File: config.mk
export PLATFORM = sky130hd
export DESIGN_NAME = tm_stream_core
export DESIGN_NICKNAME = d
export VERILOG_FILES = /design/src/rtl/tm_pkg.sv /design/src/rtl/tm_imem.sv /design/src/rtl/tm_lit_buf.sv /design/src/rtl/tm_class_acc.sv /design/src/rtl/tm_stream_core.sv
export SDC_FILE = /design/constraint.sdc
export NUM_CORES = 2
export LEC_CHECK = 0
export ABC_CLOCK_PERIOD_IN_PS = 10720
export BUFFER_PORTS_ARGS = -buffer_cell sky130_fd_sc_hd__buf_2
export CAP_MARGIN = 0
export CORE_MARGIN = 3
export CORE_UTILIZATION = 50
export DETAILED_ROUTE_END_ITERATION = 10
export PLACE_DENSITY_LB_ADDON = 0.12
export SYNTH_ARGS = -nofsm -noshare
export SYNTH_HDL_FRONTEND = slang
export SYNTH_SLANG_ARGS = --single-unit
File: constraint.sdc
create_clock -name clk -period 10.72 [get_ports clk]
set_input_delay 2.144 -clock clk [delete_from_list [all_inputs] [get_ports clk]]
set_output_delay 2.144 -clock clk [all_outputs]
set_load 0.02 [all_outputs]
File: src/rtl/tm_pkg.sv
package tm_pkg;
    localparam int WORD_W   = 16;
    localparam int LIT_W    = 12;
    localparam int CLS_W    = 6;
    localparam int SUM_W    = 16;
    localparam int FCNT_W   = 9;
    localparam int FEAT_PER_WORD = 16;
    localparam logic [LIT_W-1:0] NULL_LIT = '1;

    typedef struct packed {
        logic [1:0]       spare;
        logic             class_end;
        logic             clause_end;
        logic [LIT_W-1:0] lit;
    } instr_t;

    typedef enum logic [1:0] {
        ST_IDLE,
        ST_LOAD_M,
        ST_LOAD_F,
        ST_EXEC
    } state_t;

    function automatic logic hdr_is_feat(input logic [WORD_W-1:0] w);
        return w[15];
    endfunction

    function automatic logic [CLS_W-1:0] hdr_classes(input logic [WORD_W-1:0] w);
        return {1'b0, w[4:0]} + CLS_W'(1);
    endfunction

    function automatic logic [FCNT_W-1:0] hdr_features(input logic [WORD_W-1:0] w);
        return w[FCNT_W-1:0];
    endfunction
endpackage

File: src/rtl/tm_imem.sv
module tm_imem #(
    parameter int DEPTH = 256,
    parameter int AW    = $clog2(DEPTH)
) (
    input  logic                     clk,
    input  logic                     we,
    input  logic [AW-1:0]            waddr,
    input  logic [tm_pkg::WORD_W-1:0] wdata,
    input  logic [AW-1:0]            raddr,
    output logic [tm_pkg::WORD_W-1:0] rdata
);
    logic [tm_pkg::WORD_W-1:0] mem [DEPTH];

    always_ff @(posedge clk) begin
        if (we) mem[waddr] <= wdata;
    end

    assign rdata = mem[raddr];
endmodule

File: src/rtl/tm_lit_buf.sv
module tm_lit_buf
    import tm_pkg::*;
#(
    parameter int MAX_FEAT = 256
) (
    input  logic                clk,
    input  logic                rst,
    input  logic                clr,
    input  logic [FCNT_W-1:0]   cnt_in,
    input  logic                wr_en,
    input  logic [$clog2(MAX_FEAT/FEAT_PER_WORD)-1:0] wr_word,
    input  logic [WORD_W-1:0]   wr_data,
    input  logic [LIT_W-1:0]    lit,
    output logic                lit_val
);
    localparam int NWORDS = MAX_FEAT / FEAT_PER_WORD;
    localparam int NLITS  = 2 * MAX_FEAT;

    logic [NWORDS-1:0][FEAT_PER_WORD-1:0] feat_q;
    logic [FCNT_W-1:0] cnt_q;
    logic [NLITS-1:0]  lits;

    always_ff @(posedge clk) begin
        if (rst) begin
            feat_q <= '0;
            cnt_q  <= '0;
        end else if (clr) begin
            feat_q <= '0;
            cnt_q  <= cnt_in;
        end else if (wr_en) begin
            feat_q[wr_word] <= wr_data;
        end
    end

    // every feature yields itself and its complement, both gated by the count
    for (genvar f = 0; f < MAX_FEAT; f++) begin : g_lit
        logic present;
        assign present       = (32'(cnt_q) > f);
        assign lits[2*f]     = present &  feat_q[f / FEAT_PER_WORD][f % FEAT_PER_WORD];
        assign lits[2*f + 1] = present & ~feat_q[f / FEAT_PER_WORD][f % FEAT_PER_WORD];
    end

    always_comb begin
        lit_val = 1'b0;
        if (32'(lit) < NLITS) lit_val = lits[lit[$clog2(NLITS)-1:0]];
    end
endmodule

File: src/rtl/tm_class_acc.sv
module tm_class_acc
    import tm_pkg::*;
(
    input  logic                    clk,
    input  logic                    rst,
    input  logic                    start,
    input  logic                    step,
    input  instr_t                  ins,
    input  logic                    lit_val,
    output logic [CLS_W-1:0]        cls_idx,
    output logic signed [SUM_W-1:0] cls_sum,
    output logic [CLS_W-1:0]        best_idx_nxt,
    output logic signed [SUM_W-1:0] best_sum_nxt
);
    logic                    and_q, has_q, odd_q, any_q;
    logic signed [SUM_W-1:0] sum_q, best_q;
    logic [CLS_W-1:0]        idx_q, bidx_q;

    logic                    is_null, and_n, has_n, clause_out, closes;
    logic signed [SUM_W-1:0] sum_n;
    logic                    better;

    always_comb begin
        is_null    = (ins.lit == NULL_LIT);
        and_n      = and_q & (is_null | lit_val);
        has_n      = has_q | ~is_null;
        clause_out = and_n & has_n;
        closes     = ins.clause_end | ins.class_end;
        sum_n      = sum_q;
        if (closes && clause_out) sum_n = odd_q ? sum_q - SUM_W'(1) : sum_q + SUM_W'(1);
        better       = step && ins.class_end && (!any_q || sum_n > best_q);
        best_idx_nxt = better ? idx_q : bidx_q;
        best_sum_nxt = better ? sum_n : best_q;
    end

    always_ff @(posedge clk) begin
        if (rst || start) begin
            and_q  <= 1'b1;
            has_q  <= 1'b0;
            odd_q  <= 1'b0;
            any_q  <= 1'b0;
            sum_q  <= '0;
            best_q <= '0;
            idx_q  <= '0;
            bidx_q <= '0;
        end else if (step) begin
            if (ins.class_end) begin
                and_q  <= 1'b1;
                has_q  <= 1'b0;
                odd_q  <= 1'b0;
                sum_q  <= '0;
                any_q  <= 1'b1;
                idx_q  <= idx_q + CLS_W'(1);
                best_q <= best_sum_nxt;
                bidx_q <= best_idx_nxt;
            end else if (ins.clause_end) begin
                and_q <= 1'b1;
                has_q <= 1'b0;
                odd_q <= ~odd_q;
                sum_q <= sum_n;
            end else begin
                and_q <= and_n;
                has_q <= has_n;
            end
        end
    end

    assign cls_idx = idx_q;
    assign cls_sum = sum_q;
endmodule

File: src/rtl/tm_stream_core.sv
module tm_stream_core
    import tm_pkg::*;
#(
    parameter int IMEM_DEPTH = 256,
    parameter int MAX_FEAT   = 256
) (
    input  logic                    clk,
    input  logic                    rst,
    input  logic [WORD_W-1:0]       s_tdata,
    input  logic                    s_tvalid,
    input  logic                    s_tlast,
    output logic                    s_tready,
    output logic                    result_valid,
    output logic [CLS_W-1:0]        result_class,
    output logic signed [SUM_W-1:0] result_score
);
    localparam int AW     = $clog2(IMEM_DEPTH);
    localparam int LEN_W  = AW + 1;
    localparam int NWORDS = MAX_FEAT / FEAT_PER_WORD;
    localparam int WIDX_W = $clog2(NWORDS);

    state_t            state_q;
    logic [LEN_W-1:0]  wptr_q, mlen_q, pc_q;
    logic [CLS_W-1:0]  ncls_q;

    logic              hs, imem_we, lb_clr, lb_we, start, step, fin;
    logic [WORD_W-1:0] imem_rd;
    instr_t            ins;
    logic              lit_val;
    logic [CLS_W-1:0]  cls_idx, best_idx_nxt;
    logic signed [SUM_W-1:0] acc_sum, best_sum_nxt;

    assign s_tready = (state_q != ST_EXEC);
    assign hs       = s_tvalid & s_tready;
    assign ins      = instr_t'(imem_rd);

    always_comb begin
        imem_we = hs && state_q == ST_LOAD_M && 32'(wptr_q) < IMEM_DEPTH;
        lb_clr  = hs && state_q == ST_IDLE && hdr_is_feat(s_tdata);
        lb_we   = hs && state_q == ST_LOAD_F && 32'(wptr_q) < NWORDS;
        start   = hs && s_tlast && ((state_q == ST_LOAD_F) ||
                                    (state_q == ST_IDLE && hdr_is_feat(s_tdata)));
        step    = (state_q == ST_EXEC) && (pc_q < mlen_q);
        fin     = (state_q == ST_EXEC) &&
                  (!step || (ins.class_end && cls_idx == ncls_q - CLS_W'(1)));
    end

    tm_imem #(.DEPTH(IMEM_DEPTH), .AW(AW)) u_imem (
        .clk   (clk),
        .we    (imem_we),
        .waddr (wptr_q[AW-1:0]),
        .wdata (s_tdata),
        .raddr (pc_q[AW-1:0]),
        .rdata (imem_rd)
    );

    tm_lit_buf #(.MAX_FEAT(MAX_FEAT)) u_lits (
        .clk     (clk),
        .rst     (rst),
        .clr     (lb_clr),
        .cnt_in  (hdr_features(s_tdata)),
        .wr_en   (lb_we),
        .wr_word (wptr_q[WIDX_W-1:0]),
        .wr_data (s_tdata),
        .lit     (ins.lit),
        .lit_val (lit_val)
    );

    tm_class_acc u_acc (
        .clk          (clk),
        .rst          (rst),
        .start        (start),
        .step         (step),
        .ins          (ins),
        .lit_val      (lit_val),
        .cls_idx      (cls_idx),
        .cls_sum      (acc_sum),
        .best_idx_nxt (best_idx_nxt),
        .best_sum_nxt (best_sum_nxt)
    );

    always_ff @(posedge clk) begin
        if (rst) begin
            state_q      <= ST_IDLE;
            wptr_q       <= '0;
            mlen_q       <= '0;
            pc_q         <= '0;
            ncls_q       <= CLS_W'(1);
            result_valid <= 1'b0;
            result_class <= '0;
            result_score <= '0;
        end else begin
            result_valid <= 1'b0;
            case (state_q)
                ST_IDLE: if (hs) begin
                    wptr_q <= '0;
                    if (hdr_is_feat(s_tdata)) begin
                        pc_q    <= '0;
                        state_q <= s_tlast ? ST_EXEC : ST_LOAD_F;
                    end else begin
                        ncls_q  <= hdr_classes(s_tdata);
                        mlen_q  <= '0;
                        state_q <= s_tlast ? ST_IDLE : ST_LOAD_M;
                    end
                end
                ST_LOAD_M: if (hs) begin
                    if (imem_we) begin
                        wptr_q <= wptr_q + LEN_W'(1);
                        mlen_q <= wptr_q + LEN_W'(1);
                    end
                    if (s_tlast) state_q <= ST_IDLE;
                end
                ST_LOAD_F: if (hs) begin
                    if (lb_we) wptr_q <= wptr_q + LEN_W'(1);
                    if (s_tlast) begin
                        pc_q    <= '0;
                        state_q <= ST_EXEC;
                    end
                end
                ST_EXEC: begin
                    if (step) pc_q <= pc_q + LEN_W'(1);
                    if (fin) begin
                        state_q      <= ST_IDLE;
                        result_valid <= 1'b1;
                        result_class <= best_idx_nxt;
                        result_score <= best_sum_nxt;
                    end
                end
                default: state_q <= ST_IDLE;
            endcase
        end
    end
endmodule

==> results.toml <==
[route]
wl_per_cell_microns = 35.7
drc = 0
routed_via_density = 6.57
drt-initial-drc-count = 12900
num_vias = 93900
ant_nets = 0
drt-pass1-iter-count = 8
wirelength_microns = 510000

[power]
sw_frac_of_total_pct = 26.1
p_seq_share_pct = 46.8
ir_worst_vdd_mv = 0.154
power_density_mw_per_mm2 = 197
p_clk_share_pct = 38.1
p_sw_uw = 9430
power_frac_comb_pct = 15.1
intPower_uw = 26700
leakagePower_uw = 0.0570

[timing]
rsz0062_at_grt = "false"
whs_ns = 0.456
clock.fmax_ghz = 0.0982
tightest_slew_ns = 1.41
post-route-period-util_pct = 95.0
slew_violations = 0
min_period_ns = 10.18
fin_ws_ns = 0.536
maxSlewHeadroom_pct = 5.99
setup_viol = 0
hold_viol_final = 0
fin_skew_ns = 0.0471

[worst_hold_path]
hold_path_class = "reg2reg"
min_to = "u_lits.feat_q[57]"
min_path_cells = 2
min_from = "u_lits.feat_q[57]"

[clock_tree]
clk_pin_slew_ns = 0.06
clk_latency_ns = 0.97
clockBufferDepth = 4
cts-htree-levels = 5
cts_tree = "done"
clkSinkCount = 3963
cts_hold_buffers = 0
cts_made_buffers = 405
clock-root-buffer = "clkbuf_16"

[synthesis]
syn_area_per_cell_sq_um = 17.7
synth_warnings = 0
syn_nets = 9235
yosysSeqAreaShare_pct = 71.0
async_flop_share_pct = 0
syn-cell-area_sq_mm = 0.162
yosysUniqueCellTypes = 100
yosys_most_used_dff = "edfxtp_1"
synth_cells = 9164
synth_edf_count = 3584
synth_seq_cells = 3963

[critical_path]
arrival_ns = 11.04
reg2reg_slack_ns = 0.54
r2r_end = "result_score[3]"
end_kind = "flip-flop"
crit_top_cell = "buf_4"
reg2reg_depth = 36
critPathMaxFanout = 33
startpoint_type = "flip-flop"
critPathRequiredTime_ns = 11.58
slowest_delay_ns = 0.91
crit_slowest_cell = "dfxtp_4"
worstSetupPathType = "reg2reg"

[placement]
hpwlAfterDp_microns = 323000
routabilityCongestion = 1.01
port_buffers = 43
pre_cts_slack_ns = 0.292
placed_area_sq_mm = 0.170

[global_routing]
grt_usage_pct = 30.5
grt_max_degree = 135
antenna_found_initial = 22
grt_pass1_vias = 90900
grt_first_pass_wirelength_microns = 715000
overflow = 0

[layout]
fill_cells = 24700
drive_gt1_share_pct = 24.4
register_area_sq_mm = 0.115
area_growth_pct = 13.0
final_util_pct = 56.9
post-route-cell-area_sq_mm = 0.183
multiInputGateArea_sq_mm = 0.0438
nets = 9704

[die]
io_pins = 44
coreArea_sq_mm = 0.322
die-area_sq_mm = 0.332
die_w_microns = 576
row_count = 208
dieHeight_microns = 576
initial_utilization_pct = 50.4

[status]
status = "completed"

[run]
maxCapViolCount = 0
==> state kept, by name, summed over array words and instances (netlist names), 2 cells and up, named ones only <==
| name | cells |
|---|---|
| result_class | 6 |
| u_lits.cnt_q | 9 |
| u_lits.feat_q | 256 |
| u_acc.best_q | 16 |
| mlen_q | 9 |
| ncls_q | 6 |
| u_acc.bidx_q | 6 |
| u_imem.mem | 3584 |
| state_q | 2 |
| u_acc.cls_idx | 6 |
| pc_q | 9 |
| result_score | 16 |
| u_acc.cls_sum | 16 |
| wptr_q | 9 |
==> power groups by stage <==
stage                     clock (uW)  combinational, uW  sequential [uW]
after floorplan                    0               3290            17200
after global placement             0               5340            17300
after detailed placement           0               5360            17300
after CTS                      14000               5370            16900
after global routing           14600               5660            16900
final                          13800               5460            16900
==> critical path: cells and delay by family, from the launching register on <==
family / cells / cell delay, ns
AO/OA/AOI/OAI: 19 / 4.30
AND/OR/NAND/NOR: 7 / 1.86
buffers and inverters: 6 / 1.81
flip-flops: 1 / 0.91
multiplexers: 3 / 0.86
adder cells (fa/ha/maj): 1 / 0.29
==> cell families after synthesis <==
group | count (synthesis) | share of synthesized area [%]
AND/OR/NAND/NOR | 1808 | 4.99
flip-flops | 3963 | 71.0
XOR/XNOR | 176 | 0.950
multiplexers | 1228 | 15.6
AO/OA/AOI/OAI | 1215 | 4.86
buffers and inverters | 723 | 2.24
adder cells (fa/ha/maj) | 51 | 0.398
==> cell usage in the layout, fill, tap and decap left out, types with 93 or more instances in the layout <==
master	instances
clkbuf_1	99
a21oi_1	470
xnor2_1	159
dfxtp_1	370
a22oi_1	93
mux4_2	1036
nor3_1	100
buf_4	610
nor2_1	413
mux2i_1	167
o21ai_0	133
nand2_1	808
edfxtp_1	3584
clkbuf_16	408
==> layer usage <==
layer | vias up | GRT usage [%] | routed length (microns)
met1 | 49700 | 44.8 | 208000
met4 | 6 | 10.8 | 21300
met3 | 934 | 5.31 | 47100
met5 | - | 0 | 38
li1 | 37800 | - | -
met2 | 5338 | 46.3 | 233000
==> timing repair <==
item,CTS,global route
setup endpoints to repair,0,37
buffers inserted,0,1
gates resized for setup,0,2
==> Yosys cell counts (23+ instances only) <==
cell type  count  area, sq um
nand2_1      809         3040
a21oi_1      471         2360
and3_1        31          194
nand3_1      109          546
xnor2_1      159         1390
edfxtp_1    3584       108000
nand2b_1      31          194
ha_1          50          626
nor2_1       436         1640
o21ai_1       23          115
mux4_2      1036        23300
a211oi_1      29          218
buf_6         42          473
o311ai_0      23          201
nor2b_1       54          338
buf_1         45          169
and2_1        25          156
o31ai_1       31          233
o31a_1        25          219
a31oi_1       74          463
nor4_1        46          288
inv_1         84          315
clkbuf_1     306         1150
nor3_1       105          526
a22oi_1       93          698
mux2i_1      168         1680
o21ai_0      134          671
buf_4         84          631
nand4_1       60          375
buf_2        147          736
mux2_2        24          270
dfxtp_1      379         7590
o211ai_1      46          345
==> worst max-delay path by stage <==
stage                                   to  startpoint  depth (start not counted)  slack [ns]
after floorplan           result_score[13]   flip-flop                         39        2.85
after global placement    u_acc.best_q[14]   flip-flop                         36       -0.16
after detailed placement  result_score[11]   flip-flop                         37        0.29
after CTS                  result_score[3]   flip-flop                         37        0.35
after global routing       result_score[3]   flip-flop                         37        0.15
final                      result_score[3]   flip-flop                         36        0.54
==> per-stage QoR <==
| step | cells | setup TNS (ns) | total power, uW |
|---|---|---|---|
| 3_5_place_dp | 13500 | 0 | 22600 |
| 5_1_grt | 14300 | 0 | 37100 |
| 6_report | 14300 | 0 | 36100 |
| 4_1_cts | 14300 | 0 | 36300 |
| 2_1_floorplan | 9164 | 0 | 20500 |
| 3_3_place_gp | 13500 | -4.50 | 22600 |
==> final cells by class <==
type | count | share of cell area (%)
clock inverter | 230 | 1.19
antenna | 19 | 0.0259
timing repair buffer | 694 | 3.13
inverter | 91 | 0.191
tap | 4305 | 2.94
clock buffer | 515 | 5.83
multi-input combinational | 4478 | 23.9
sequential | 3963 | 62.8
No activity file was read; power rests on OpenSTA's default activity.
